--- src/rtl/pscl_pkg.sv ---
package pscl_pkg;
  localparam int TMR_W_DEF = 32;
  localparam int CAP_W_DEF = 16;
  localparam int PSC_W_DEF = 8;
endpackage

--- src/rtl/pscl_prescaler.sv ---
module pscl_prescaler #(
  parameter int PSC_W = 8
) (
  input  logic             clk,
  input  logic             rst_n,
  input  logic             wr,
  input  logic             defer,
  input  logic [PSC_W-1:0] wdata,
  output logic             tick
);
  logic [PSC_W-1:0] pcnt, div_act, div_pend, next_div;
  logic             pend_v, wr_now, wr_late;

  assign tick     = (pcnt == '0);
  assign wr_now   = wr && !defer;
  assign wr_late  = wr && defer;
  assign next_div = wr_late ? wdata : (pend_v ? div_pend : div_act);

  always_ff @(posedge clk or negedge rst_n) begin
    if (!rst_n) begin
      pcnt     <= '0;
      div_act  <= '0;
      div_pend <= '0;
      pend_v   <= 1'b0;
    end else if (wr_now) begin
      pcnt    <= wdata;
      div_act <= wdata;
      pend_v  <= 1'b0;
    end else if (tick) begin
      pcnt    <= next_div;
      div_act <= next_div;
      pend_v  <= 1'b0;
    end else begin
      pcnt <= pcnt - 1'b1;
      if (wr_late) begin
        div_pend <= wdata;
        pend_v   <= 1'b1;
      end
    end
  end

  // immediate write restarts the period with the new value
  a_r3_imm_reload: assert property (@(posedge clk) disable iff (!rst_n)
    wr_now |=> pcnt == $past(wdata));
  // deferred write leaves the running period untouched
  a_r4_defer_keeps_period: assert property (@(posedge clk) disable iff (!rst_n)
    (wr_late && !tick) |=> pcnt == $past(pcnt) - 1'b1);
  // after a tick without a write, the count reloads from a stored divisor
  a_r2_reload_on_tick: assert property (@(posedge clk) disable iff (!rst_n)
    (tick && !wr) |=> (pcnt == div_act));
endmodule

--- src/rtl/pscl_counter.sv ---
module pscl_counter #(
  parameter int TMR_W = 32
) (
  input  logic             clk,
  input  logic             rst_n,
  input  logic             tick,
  input  logic             wr,
  input  logic [TMR_W-1:0] wdata,
  output logic [TMR_W-1:0] tmr
);
  always_ff @(posedge clk or negedge rst_n) begin
    if (!rst_n)    tmr <= '0;
    else if (wr)   tmr <= wdata;
    else if (tick) tmr <= tmr + 1'b1;
  end

  // one count per tick, wrapping naturally
  a_r2_increment: assert property (@(posedge clk) disable iff (!rst_n)
    (tick && !wr) |=> tmr == $past(tmr) + 1'b1);
  a_r2_hold_no_tick: assert property (@(posedge clk) disable iff (!rst_n)
    (!tick && !wr) |=> $stable(tmr));
  // write beats increment
  a_r5_write_wins: assert property (@(posedge clk) disable iff (!rst_n)
    wr |=> tmr == $past(wdata));
endmodule

--- src/rtl/pscl_compare.sv ---
module pscl_compare #(
  parameter int TMR_W = 32
) (
  input  logic             clk,
  input  logic             rst_n,
  input  logic             wr,
  input  logic [TMR_W-1:0] wdata,
  input  logic [TMR_W-1:0] tmr,
  input  logic             irq_en_n,
  output logic             hit,
  output logic             irq
);
  localparam logic [TMR_W-1:0] CMP_RST = {1'b1, {(TMR_W-1){1'b0}}};

  logic [TMR_W-1:0] cmp;

  function automatic logic at_or_past(input logic [TMR_W-1:0] t,
                                      input logic [TMR_W-1:0] c);
    logic [TMR_W-1:0] diff;
    diff = t - c;
    return ~diff[TMR_W-1];
  endfunction

  always_ff @(posedge clk or negedge rst_n) begin
    if (!rst_n)  cmp <= CMP_RST;
    else if (wr) cmp <= wdata;
  end

  assign hit = at_or_past(tmr, cmp);
  assign irq = hit && !irq_en_n;

  // equality always counts as reached
  a_r6_equal_hits: assert property (@(posedge clk) disable iff (!rst_n)
    (tmr == cmp) |-> hit);
  // disabled interrupt never asserts
  a_r7_irq_masked: assert property (@(posedge clk) disable iff (!rst_n)
    irq_en_n |-> !irq);
  // compare write lands on the next clock
  a_r8_cmp_load: assert property (@(posedge clk) disable iff (!rst_n)
    wr |=> cmp == $past(wdata));
endmodule

--- src/rtl/pscl_capture.sv ---
module pscl_capture #(
  parameter int TMR_W = 32,
  parameter int CAP_W = 16
) (
  input  logic             clk,
  input  logic             rst_n,
  input  logic             pol,
  input  logic             evt,
  input  logic             clr,
  input  logic [TMR_W-1:0] tmr,
  output logic             flag,
  output logic [CAP_W-1:0] cap
);
  logic match, match_d, fire;

  assign match = (evt == pol);
  assign fire  = match && !match_d;

  always_ff @(posedge clk or negedge rst_n) begin
    if (!rst_n) begin
      match_d <= 1'b0;
      flag    <= 1'b0;
      cap     <= '0;
    end else begin
      match_d <= match;
      if (fire) begin
        cap  <= tmr[CAP_W-1:0];
        flag <= 1'b1;
      end else if (clr) begin
        flag <= 1'b0;
      end
    end
  end

  // capture takes the pre-edge timer bits and sets the flag
  a_r9_capture_value: assert property (@(posedge clk) disable iff (!rst_n)
    fire |=> (cap == $past(tmr[CAP_W-1:0])) && flag);
  // held or non-matching level leaves the register alone
  a_r10_no_recapture: assert property (@(posedge clk) disable iff (!rst_n)
    !fire |=> $stable(cap));
  // flag is sticky without a clear
  a_r11_flag_sticky: assert property (@(posedge clk) disable iff (!rst_n)
    (flag && !clr) |=> flag);
endmodule

--- src/rtl/pscl_timer.sv ---
module pscl_timer
  import pscl_pkg::*;
#(
  parameter int TMR_W = TMR_W_DEF,
  parameter int CAP_W = CAP_W_DEF,
  parameter int PSC_W = PSC_W_DEF
) (
  input  logic             clk,
  input  logic             rst_n,
  input  logic             psc_wr,
  input  logic             psc_defer,
  input  logic [PSC_W-1:0] psc_wdata,
  input  logic             tmr_wr,
  input  logic [TMR_W-1:0] tmr_wdata,
  input  logic             cmp_wr,
  input  logic [TMR_W-1:0] cmp_wdata,
  input  logic             irq_en_n,
  input  logic             evt_pol,
  input  logic             evt_in,
  input  logic             evt_clr,
  output logic [TMR_W-1:0] tmr_q,
  output logic             cmp_hit,
  output logic             irq,
  output logic             evt_flag,
  output logic [CAP_W-1:0] cap_q
);
  logic tick;

  pscl_prescaler #(.PSC_W(PSC_W)) u_psc (
    .clk(clk), .rst_n(rst_n), .wr(psc_wr), .defer(psc_defer),
    .wdata(psc_wdata), .tick(tick));

  pscl_counter #(.TMR_W(TMR_W)) u_cnt (
    .clk(clk), .rst_n(rst_n), .tick(tick), .wr(tmr_wr),
    .wdata(tmr_wdata), .tmr(tmr_q));

  pscl_compare #(.TMR_W(TMR_W)) u_cmp (
    .clk(clk), .rst_n(rst_n), .wr(cmp_wr), .wdata(cmp_wdata),
    .tmr(tmr_q), .irq_en_n(irq_en_n), .hit(cmp_hit), .irq(irq));

  pscl_capture #(.TMR_W(TMR_W), .CAP_W(CAP_W)) u_cap (
    .clk(clk), .rst_n(rst_n), .pol(evt_pol), .evt(evt_in), .clr(evt_clr),
    .tmr(tmr_q), .flag(evt_flag), .cap(cap_q));
endmodule

--- config.mk ---
export PLATFORM = sky130hd
export DESIGN_NAME = pscl_timer
export DESIGN_NICKNAME = d
export VERILOG_FILES = /design/src/rtl/pscl_pkg.sv /design/src/rtl/pscl_prescaler.sv /design/src/rtl/pscl_counter.sv /design/src/rtl/pscl_compare.sv /design/src/rtl/pscl_capture.sv /design/src/rtl/pscl_timer.sv
export SDC_FILE = /design/constraint.sdc
export NUM_CORES = 1
export LEC_CHECK = 0
export BUFFER_PORTS_ARGS = -buffer_cell sky130_fd_sc_hd__buf_2
export CAP_MARGIN = 20
export CORE_UTILIZATION = 55
export DETAILED_ROUTE_END_ITERATION = 10
export GPL_ROUTABILITY_DRIVEN = 0
export PLACE_DENSITY = 0.81
export REMOVE_ABC_BUFFERS = 1
export SYNTH_ARGS = -nofsm -noshare
export SYNTH_HDL_FRONTEND = slang
export SYNTH_HIERARCHICAL = 1
export SYNTH_SLANG_ARGS = --single-unit
--- constraint.sdc ---
create_clock -name clk -period 3.68 [get_ports clk]
set_input_delay 0.736 -clock clk [delete_from_list [all_inputs] [get_ports clk]]
set_output_delay 0.736 -clock clk [all_outputs]
set_load 0.01 [all_outputs]
==> results of run 1 <==
==> metrics by stage <==
stage	area, um^2	power [W]	utilization
6_report	6920	0.00317	0.664
5_1_grt	6920	0.00335	0.664
4_1_cts	6910	0.00318	0.664
3_5_place_dp	6710	0.00242	0.644
3_3_place_gp	6710	0.00237	0.644
2_1_floorplan	5800	0.00205	-
==> sequential cells by signal, summed over array words and instances, names as in the netlist <==
name / cells
u_cmp/cmp: 32
u_psc/div_act: 8
u_psc/pcnt: 8
u_cap/flag: 1
u_cap/match_d: 1
u_cap/cap: 16
u_psc/div_pend: 8
u_psc/pend_v: 1
u_cnt/tmr: 32
==> Yosys cell counts (4+ instances only) <==
master    number
o211ai_1       4
and4_1         4
ha_1          33
and2_1         4
xor2_1        12
inv_1         42
a21oi_1       20
mux2i_1        6
nand3_1       19
nor4_1         4
o21ai_0       64
nand4_1       17
mux2_2        18
nand2_1       81
buf_2          4
nor2_1        22
and3_1         5
o31ai_1       11
a31oi_1       17
or4_1         14
mux2_4         9
dfrtp_1      106
xnor2_1        5
or3_1          8
clkbuf_1      16
o221a_2        5
nor2b_1        5
==> final timing paths <==
path | from | end | slack (ps) | depth (start not counted)
min in group clk | u_psc/div_act[7]$_DFFE_PN0N_ | u_psc/div_act[7]$_DFFE_PN0N_ | 510 | 2
max in group asynchronous | rst_n | u_cmp/cmp[31]$_DFFE_PN1P_ | 2540 | 2
worst min-delay path | rst_n | u_cap/match_d$_DFF_PN0_ | 350 | 1
worst min register to register | u_psc/div_act[7]$_DFFE_PN0N_ | u_psc/div_act[7]$_DFFE_PN0N_ | 510 | 2
worst max-delay path | u_cnt/tmr[4]$_DFFE_PN0P_ | irq | 350 | 8
worst max register to register | u_psc/pcnt[0]$_DFF_PN0_ | u_cnt/tmr[27]$_DFFE_PN0P_ | 660 | 10
==> power by group <==
group / switching, W / internal (W)
registers: 0.000187 / 0.00136
logic: 0.000459 / 0.000407
clock network: 0.000418 / 0.000336
total: 0.00106 / 0.00211
==> layer usage <==
metal | share of wire | GRT usage | wire length [um]
met1 | 0.43 | 0.367 | 6430
met2 | 0.48 | 0.441 | 7090
met3 | 0.073 | 0.0638 | 1080
met4 | 0.016 | 0.0982 | 240
met5 | 0.00054 | 0 | 8
==> cell type report <==
type | count | area (um^2)
Multi-Input combinational cell | 431 | 2970
Fill cell | 888 | 3500
Tap cell | 136 | 170
Clock buffer | 11 | 141
Sequential cell | 107 | 2680
Timing Repair Buffer | 141 | 743
Inverter | 42 | 158
Clock inverter | 5 | 61.3
==> worst reg2reg max path: cells and delay by family (launching register included) <==
family	cells	cell delay, ps
buffers and inverters	3	480
adder cells (fa/ha/maj)	1	170
flip-flops	1	450
AND/OR/NAND/NOR	6	1860
==> repair_timing <==
action / 4_1_cts / 5_1_grt
endpoints found under the hold margin: 0 / 0
endpoints found under the setup margin: 0 / 2
gates resized for setup: 0 / 1
buffers inserted: 0 / 0
==> cells by family after synthesis <==
group                    synth area share
adder cells (fa/ha/maj)            0.0695
AO/OA/AOI/OAI                       0.153
buffers and inverters              0.0504
multiplexers                       0.0670
AND/OR/NAND/NOR                     0.184
XOR/XNOR                           0.0251
flip-flops                          0.451
==> out/qor.yml, run 1 <==
pwr:
  vdd_ir_drop_max_uv: 357
  power_density_nw_per_um2: 458
  leakage_nw: 3.21
worst_setup_path:
  path_cells: "ha_1 -> a21oi_1 -> o21ai_0 -> a21oi_1 -> o41ai_2 -> a311o_1 -> a21oi_2 -> buf_2"
  crit_required_ps: 2940
  crit_family: "compound AO/OA/AOI/OAI gates"
  cp.arrival_ps: 2590
  endpoint_kind: "primary output"
  critPathBufInv: 1
  cp_slowest_cell: "o41ai_2"
  cp_common_cell: "a21oi_1"
  worstSetupPathType: "reg -> out"
  crit_fanout: 8
  slowest_delay_ps: 570
  start_kind: "flip-flop"
sta:
  max_freq_mhz: 301
  slew_headroom: 0.541
  clock_skew_ps: 7.89
  post-route-period-util: 0.904
  tightestPinTransition_ps: 671
  finalSetupViolations: 0
  rsz0062_at_grt: "no"
  fin_tns_setup_ps: 0
  drv_slew: 0
  hold_ws_ps: 349
  period_minus_slack_ps: 3330
  hold_viol: 0
  fin_ws_ps: 352
cells_and_area:
  drive_gt1_frac: 0.273
  layout_commonest_cell: "buf_2"
  mostFrequentLayoutCells: "buf_2, dfrtp_1, nand2_1, o21ai_0, inv_1"
  final_cells: 873
  antennaDiodeCount: 0
  nets: 847
  syn2layout_area_growth_pct: 16.5
placement:
  hpwlAfterDp_um: 10600
  dp_cells: 857
  portBuffers: 132
  place_ws_ps: 700
yosys:
  syn_inst: 606
  synth_area_um2: 5940
  synth_area_per_cell_um2: 9.80
  synth-main-ff-cell: "dfrtp_1"
  synth_edf_count: 0
  yosysSeqAreaShare: 0.451
  async_flop_share: 1.00
  yosysTopAreaCell: "dfrtp_1"
  synthTopCellsByArea: "dfrtp_1, ha_1, o21ai_0, nand2_1, mux2_2"
  synth.ff_latch_count: 107
  synth.top_cell.area_share: 0.447
  synth_cell_type_count: 59
  yosysWarnings: 6
cts:
  cts_tree: "built"
  htree_levels: 3
  numCtsBuffers: 9
  root_buffer: "clkbuf_8"
  cts_sinks: 107
  clk_latency_ps: 390
  cts.clk_slew.worst_paths_ps: 100
  cts_hold_buf: 0
  clock_path_buffers: 2
floorplan:
  die_h_um: 106
  rows: 37
  die_area_um2: 11200
  start_util: 0.570
  die_w_um: 106
  io_pins: 133
  core_um2: 10400
route:
  ant_nets: 0
  route.detailed.drc: 0
  drt_iter0_markers: 345
  wire_per_inst_um: 17.0
  drtPass1Iterations: 5
  viasPerCell: 5.99
  vias: 5230
  wl_um: 14800
run_status:
  status: "complete, no violations"
grt:
  grt_pass1_wl_um: 24300
  grt_max_degree: 62
  grt_usage: 0.275
  first_global_vias: 4998
  overflow: 0
  antenna_found_initial: 1
job:
  maxCapViolations: 0
hold_path:
  hold_class: "in -> async"
(Power assumes the default switching activity.)
==> inputs of run 2 (changes only) <==
RECOVER_POWER = 100   (was unset)
==> out/qor.yml, run 2 (synthesized netlist as in run 1, its figures left out) <==
pwr:
  power_density_nw_per_um2: 459
  power_frac_clock: 0.242
  vdd_ir_drop_max_uv: 353
  leakage_nw: 3.01
  p_comb_frac: 0.261
  netSwitchingFraction: 0.340
  cellInternalPower_w: 0.00206
  p_sw_w: 0.00106
  pwr-share-seq: 0.497
cts:
  clk_latency_ps: 390
  cts_sinks: 107
  htree_levels: 3
  numCtsBuffers: 9
  cts_hold_buf: 0
  cts.clk_slew.worst_paths_ps: 100
  root_buffer: "clkbuf_8"
  postCtsSetupBuffers: 0
  cts_tree: "built"
  clock_path_buffers: 2
cells_and_area:
  layout_commonest_cell: "dfrtp_1"
  utilization: 0.652
  syn2layout_area_growth_pct: 14.3
  seq_area_um2: 2680
  fillCellCount: 922
  drive_gt1_frac: 0.187
  largestRegisters: "u_cmp/cmp (32), u_cnt/tmr (32), u_cap/cap (16)"
  nets: 847
  multi_input_area_um2: 2920
  mostFrequentLayoutCells: "dfrtp_1, nand2_1, buf_2, o21ai_0, clkbuf_1"
  antennaDiodeCount: 0
  fin_area_um2: 6790
route:
  ant_nets: 0
  drt_iter0_markers: 290
  drtPass1Iterations: 5
  wl_um: 14800
  viasPerCell: 5.98
  wl_met1_um: 6370
  route.detailed.drc: 0
  met3_wirelength_um: 1110
  highest_layer: "met5"
  vias: 5224
  dr_wl_met2_um: 7050
  wire_per_inst_um: 16.9
sta:
  period_minus_slack_ps: 3430
  rsz0062_at_grt: "no"
  drv_slew: 105
  fin_ws_ps: 252
  hold_ws_ps: 512
  finalSetupViolations: 0
  fin_tns_setup_ps: 0
  slew_headroom: -0.748
  hold_viol: 0
  tightestPinTransition_ps: 2620
  clock_skew_ps: 9.01
  post-route-period-util: 0.932
  max_freq_mhz: 292
floorplan:
  io_pins: 133
  rows: 37
  core_um2: 10400
  die_area_um2: 11200
  start_util: 0.570
  die_w_um: 106
  die_h_um: 106
placement:
  hpwlAfterDp_um: 10600
  postPlaceCellArea_um2: 6710
  portBuffers: 132
  place_ws_ps: 700
worst_setup_path:
  endpoint_kind: "primary output"
  slowest_delay_ps: 370
  r2r_cells: 10
  crit_required_ps: 2940
  cp.depth: 9
  worstSetupPathType: "reg -> out"
  crit_family: "compound AO/OA/AOI/OAI gates"
  rrSetupSlack_ps: 380
  path_cells: "clkbuf_1 -> ha_1 -> a21oi_1 -> o21ai_0 -> a21oi_1 -> o41ai_2 -> a311o_1 -> a21oi_2 -> clkbuf_1"
  cp.arrival_ps: 2690
  start_kind: "flip-flop"
  critPathBufInv: 2
  crit_fanout: 12
  cp_slowest_cell: "dfrtp_1"
grt:
  grt_pass1_wl_um: 24300
  grt_usage: 0.275
  grt_max_degree: 62
  antenna_found_initial: 1
  overflow: 0
  first_global_vias: 4998
run_status:
  status: "finished with violations"
  violations: "max-capacitance violations, max-slew violations"
job:
  maxCapViolations: 3
hold_path:
  hold_class: "reg -> reg"
  worstHoldPathCells: 1
-- run 2: worst reg2reg max path: stages, from the launching register on --
cell and delay [ps]:
dfrtp_1 450, inv_1 120, ha_1 170, nor3b_1 200, clkbuf_1 290, nand2_1 300
inv_1 180, and4_1 490, nand3_1 350, or4b_1 620, nand3_1 80
-- run 2: layout make-up --
type	count	area share
sequential	107	0.395
multi-input combinational	431	0.430
clock buffer	11	0.0208
clock inverter	5	0.00903
inverter	42	0.0232
timing repair buffer	141	0.0968
tap	136	0.0251
-- run 2: final timing paths --
check	start	endpoint
worst max-delay path	u_cnt/tmr[7]$_DFFE_PN0P_	irq
max in group asynchronous	rst_n	u_cmp/cmp[22]$_DFFE_PN0P_
worst max register to register	u_psc/pcnt[0]$_DFF_PN0_	u_cnt/tmr[27]$_DFFE_PN0P_
worst min-delay path	u_cap/flag$_DFFE_PN0P_	u_cap/flag$_DFFE_PN0P_
min in group asynchronous	rst_n	u_cap/match_d$_DFF_PN0_
worst min register to register	u_cap/flag$_DFFE_PN0P_	u_cap/flag$_DFFE_PN0P_
-- run 2: layer usage --
metal	global-route usage	vias up
met5	0	-
met4	0.0982	2
met3	0.0638	31
met2	0.441	241
met1	0.367	2488
li1	-	2462
-- run 2: power groups by stage --
stage | Sequential (W) | Combinational [W] | Clock [W]
2_1_floorplan | 0.00157 | 0.000490 | 0
3_3_place_gp | 0.00155 | 0.000818 | 0
3_5_place_dp | 0.00156 | 0.000851 | 0
4_1_cts | 0.00155 | 0.000858 | 0.000777
5_1_grt | 0.00158 | 0.000907 | 0.000818
6_report | 0.00155 | 0.000814 | 0.000753
-- run 2: per-stage QoR --
stage / instances / total power [W]
2_1_floorplan: 580 / 0.00205
3_3_place_gp: 857 / 0.00237
3_5_place_dp: 857 / 0.00242
4_1_cts: 873 / 0.00318
5_1_grt: 873 / 0.00330
6_report: 873 / 0.00312
-- run 2: timing repair --
item | in CTS | in global routing
hold endpoints to repair | 0 | 0
gates resized for setup | 0 | 1
setup endpoints to repair | 0 | 2
